## src/rtl/vtpr_pkg.sv

```systemverilog
package vtpr_pkg;

    // Default geometry of the shadowed priority register
    localparam int unsigned VTPR_WORD_W   = 32;
    localparam int unsigned VTPR_KEEP_W   = 8;
    localparam int unsigned VTPR_CLASS_W  = 4;
    localparam int unsigned VTPR_REASON_W = 16;
    localparam logic [VTPR_REASON_W-1:0] VTPR_EXIT_CODE = 16'h002B;

endpackage

```

## src/rtl/vtpr_sanitize.sv

```systemverilog
// Keeps the low KEEP_W bits of a written word and zeroes the rest.
module vtpr_sanitize #(
    parameter int unsigned WORD_W = 32,
    parameter int unsigned KEEP_W = 8
) (
    input  logic [WORD_W-1:0] raw_word,
    output logic [WORD_W-1:0] clean_word
);
    localparam int unsigned DROP_W = WORD_W - KEEP_W;

    logic unused_dropped;

    generate
        if (DROP_W > 0) begin : g_drop
            assign clean_word     = {{DROP_W{1'b0}}, raw_word[KEEP_W-1:0]};
            assign unused_dropped = ^raw_word[WORD_W-1:KEEP_W];
        end else begin : g_keep_all
            assign clean_word     = raw_word;
            assign unused_dropped = 1'b0;
        end
    endgenerate
endmodule

```

## src/rtl/vtpr_class_cmp.sv

```systemverilog
// Strict greater-than of threshold against the priority class field.
module vtpr_class_cmp #(
    parameter int unsigned WORD_W    = 32,
    parameter int unsigned KEEP_W    = 8,
    parameter int unsigned CLASS_W   = 4
) (
    input  logic [WORD_W-1:0]  word,
    input  logic [CLASS_W-1:0] thr,
    output logic               thr_above
);
    localparam int unsigned CLASS_LSB = KEEP_W - CLASS_W;
    localparam int unsigned CLASS_MSB = KEEP_W - 1;

    logic [CLASS_W-1:0] prio_class;
    logic               unused_rest;

    assign prio_class  = word[CLASS_MSB:CLASS_LSB];
    assign thr_above   = (thr > prio_class);
    assign unused_rest = ^word;
endmodule

```

## src/rtl/vtpr_shadow_unit.sv

```systemverilog
module vtpr_shadow_unit
    import vtpr_pkg::*;
#(
    parameter int unsigned WORD_W   = VTPR_WORD_W,
    parameter int unsigned KEEP_W   = VTPR_KEEP_W,
    parameter int unsigned CLASS_W  = VTPR_CLASS_W,
    parameter int unsigned REASON_W = VTPR_REASON_W,
    parameter logic [REASON_W-1:0] EXIT_CODE = VTPR_EXIT_CODE
) (
    input  logic                clk,
    input  logic                rst,
    input  logic                wr_en,
    input  logic [WORD_W-1:0]   wr_data,
    input  logic [CLASS_W-1:0]  thr,
    input  logic                wr_caused_exit,
    input  logic                if_flag,
    input  logic                irq_shadow,
    output logic [WORD_W-1:0]   tpr_word,
    output logic                exit_req,
    output logic [REASON_W-1:0] exit_reason
);
    typedef struct packed {
        logic [WORD_W-1:0] word;
        logic              exit_pend;
    } vtpr_state_t;

    vtpr_state_t st_d, st_q;

    logic [WORD_W-1:0] clean_word;
    logic              thr_above;
    logic              accept;
    logic              unused_masking;

    // Interrupt masking and shadowing deliberately take no part
    assign unused_masking = if_flag ^ irq_shadow;

    vtpr_sanitize #(
        .WORD_W (WORD_W),
        .KEEP_W (KEEP_W)
    ) u_sanitize (
        .raw_word   (wr_data),
        .clean_word (clean_word)
    );

    vtpr_class_cmp #(
        .WORD_W  (WORD_W),
        .KEEP_W  (KEEP_W),
        .CLASS_W (CLASS_W)
    ) u_cmp (
        .word      (clean_word),
        .thr       (thr),
        .thr_above (thr_above)
    );

    assign accept = wr_en && !wr_caused_exit;

    always_comb begin
        st_d           = st_q;
        st_d.exit_pend = 1'b0;
        if (accept) begin
            st_d.word      = clean_word;
            st_d.exit_pend = thr_above;
        end
    end

    always_ff @(posedge clk) begin
        if (rst) begin
            st_q <= '0;
        end else begin
            st_q <= st_d;
        end
    end

    assign tpr_word    = st_q.word;
    assign exit_req    = st_q.exit_pend;
    assign exit_reason = st_q.exit_pend ? EXIT_CODE : '0;
endmodule

```

## config.mk

```make
export PLATFORM = sky130hd
export DESIGN_NAME = vtpr_shadow_unit
export DESIGN_NICKNAME = d
export VERILOG_FILES = /design/src/rtl/vtpr_pkg.sv /design/src/rtl/vtpr_sanitize.sv /design/src/rtl/vtpr_class_cmp.sv /design/src/rtl/vtpr_shadow_unit.sv
export SDC_FILE = /design/constraint.sdc
export NUM_CORES = 1
export LEC_CHECK = 0
export ABC_AREA = 1
export BUFFER_PORTS_ARGS = -buffer_cell sky130_fd_sc_hd__buf_2
export CAP_MARGIN = 5
export CORE_MARGIN = 3
export CORE_UTILIZATION = 36
export DETAILED_ROUTE_END_ITERATION = 7
export HOLD_SLACK_MARGIN = 0.12
export PLACE_DENSITY = 0.85
export REMOVE_ABC_BUFFERS = 1
export SYNTH_ARGS = -nofsm -noshare
export SYNTH_HDL_FRONTEND = slang
export SYNTH_SLANG_ARGS = --single-unit
```

## constraint.sdc

```tcl
create_clock -name clk -period 1.48 [get_ports clk]
set_input_delay 0.222 -clock clk [delete_from_list [all_inputs] [get_ports clk]]
set_output_delay 0.222 -clock clk [all_outputs]
set_load 0.05 [all_outputs]
```

==> metrics.csv <==
stage;metric;value;unit
outcome;run_status;complete, no violations;
floorplanning;rows;16;
synthesis;ys_warn_count;0;
power;intPower;0.4056;mW
synthesis;avgSynthCellArea;7.945;sq um
worst_setup_path;worstPathCellList;buf_2;
clock_tree;cts_inserted_buffers;3;
route;dr_wl_met2;642;um
placement;gp_congestion;0.6754;
worst_setup_path;cp.arrival;0.90;ns
hold_path;min_path_type;primary input to flip-flop;
timing;period_share;75.86;%
timing;max_freq;890.7;MHz
floorplanning;die_y;52.98;um
worst_setup_path;cpPeakStageDelay;0.36;ns
floorplanning;initial_core_util;39.29;%
synthesis;yosysUniqueCellTypes;13;
floorplanning;die_area;2807;sq um
placement;place_hpwl;1061;um
worst_setup_path;critical-path-slowest-cell;dfxtp_1;
power;leakagePower;0.4765;nW
timing;final-hold-violation-count;0;
global_route;grt_pass1_wl;1690;um
clock_tree;cts.htree.levels;1;
timing;post-route-min-period;1.123;ns
worst_setup_path;rr_startpoint;tpr_word[0];
finish;antenna_cells;0;
floorplanning;core_area;2022;sq um
timing;holdWs;0.2018;ns
global_route;grt_max_degree;11;
worst_setup_path;crit_start;exit_req;
placement;port_buffers;28;
timing;slew_violations;0;
global_route;track_usage;8.607;%
route;top_layer;met4;
clock_tree;clkLatencyLatePin;0.26;ns
timing;fin_worst_skew;0;ns
synthesis;synth_area;794.5;sq um
synthesis;postSynthRegisterBits;9;
finish;syn2layout_area_growth;2.992;%
global_route;grt_pass1_vias;412;
worst_setup_path;crit_type;flip-flop to output pin;
route;drtPass1Iterations;3;
clock_tree;postCtsSetupRepairBufs;0;
worst_setup_path;cp_max_fo;5;
power;combPwrFrac;44.3;%
clock_tree;cts_tree;done;
global_route;antenna_found_initial;0;
finish;fin_nets;173;
route;met3_length;185;um
worst_setup_path;cp-start-kind;flip-flop;
run;drv_cap;0;
route;routed_wl;1239;um
clock_tree;clk_pin_slew_worst_paths;0.06;ns
timing;rsz0062_at_grt;false;
clock_tree;cts-hold-fix-buffers;0;
route;postRouteAntennaNets;0;
route;via_count;549;
worst_setup_path;cp.depth;1;
worst_setup_path;critical_path.endpoint_type;output pin;
power;p_per_area;979.7;nW/um^2
hold_path;hold_path_end;tpr_word[1];
hold_path;hold_depth;3;
route;vias_per_cell;3.588;
worst_setup_path;reg2reg_depth;2;
route;routedWlPerCell;8.098;um
synthesis;syn_inst;100;
power;ir_drop;451.3;uV
finish;mostFrequentLayoutCells;conb_1 (36), buf_2 (28), nand2_1 (15);
clock_tree;clkSinkCount;9;
power;power_switching_share;49.41;%
worst_setup_path;timing.rr.end;tpr_word[0];
floorplanning;ios;91;
hold_path;holdCritStartpoint;wr_data[1];
route;drt_iter0_drc;1;
worst_setup_path;reg2reg_slack;0.89;ns
finish;final_common_cell;conb_1;
worst_setup_path;path_buf_inv;1;
finish;final_layout_size_suffix_gt1_share;41.27;%
timing;finalSetupViolations;0;
clock_tree;cts_resized;0;
synthesis;ys_seq_area_share;22.68;%
route;drcViolationCount;0;
clock_tree;clock_path_buffers;2;
power;pwr-share-clk;23.5;%
worst_setup_path;path_delay_family;flip-flops;
worst_setup_path;cp_data_required_time;1.26;ns
global_route;grt_overflow_total;0;
power;power_frac_seq;32.2;%
floorplanning;dieWidth;52.98;um
timing;finalSetupTns;0;ns
route;met1_length;397;um
power;switchingPower;0.3961;mW
clock_tree;clockRootBuffer;clkbuf_4;
==> registers in the layout, summed over array words and instances, names as in the netlist <==
name and flops:
tpr_word 8, exit_req 1
==> logic make-up (layout without fill, tap and decap cells) <==
| family | after synthesis | count (layout) | share of synthesized area [%] |
|---|---|---|---|
| AOI/OAI and AO/OA | 10 | 10 | 10.55 |
| adders and majority gates | 4 | 4 | 6.299 |
| buffers and inverters | 51 | 42 | 44.41 |
| DFF | 9 | 9 | 22.68 |
| other | 1 | 36 | 0.4720 |
| and+or+nand+nor | 25 | 25 | 15.59 |
==> metal layers <==
layer  track usage [%]  vias to the layer above
li1                  -                      278
met1             7.939                      230
met2             15.70                       39
met3             5.070                        2
met4             2.553                        0
met5                 0                        -
==> metrics by stage <==
step | cell area (sq um) | total power [mW] | util, % | cells | setup WS [ns]
finish | 818.3 | 0.8017 | 40.47 | 153 | 0.3573
global route | 818.3 | 0.8426 | 40.47 | 153 | 0.2961
CTS | 818.3 | 0.8118 | 40.47 | 153 | 0.3319
detailed placement | 792.0 | 0.6181 | 39.17 | 149 | 0.4358
global placement | 792.0 | 0.6149 | 39.17 | 149 | 0.4447
floorplan | 618.1 | 0.5665 | - | 94 | -0.6173
==> power by group through the flow <==
stage | logic (mW) | clock network, mW | registers [mW]
after detailed placement | 0.354 | 0 | 0.264
after global routing | 0.377 | 0.206 | 0.259
final | 0.355 | 0.188 | 0.258
after floorplan | 0.251 | 0 | 0.315
after CTS | 0.355 | 0.198 | 0.258
after global placement | 0.352 | 0 | 0.263
==> how the worst max path moves through the flow <==
stage / endpoint
global route: exit_reason[5]
global placement: exit_req
floorplan: exit_reason[0]
finish: exit_req
detailed placement: exit_req
CTS: exit_req
==> Yosys cell counts (all sizes together) <==
cell type / count / area, sq um
nand2: 24 / 117.6
conb: 1 / 3.750
dfxtp: 9 / 180.2
ha: 4 / 50.05
inv: 10 / 45.04
buf: 41 / 307.8
nor2: 1 / 6.260
a21oi: 10 / 83.83
==> area by class of cell <==
class                           count  area, sq um
Fill cell                         243         1204
Multi-Input combinational cell     75        392.9
Sequential cell                     9        180.2
Timing Repair Buffer               28        140.1
Inverter                           10        45.04
Tap cell                           27        33.78
Clock buffer                        4        26.28
No activity file was read; power rests on OpenSTA's default activity.
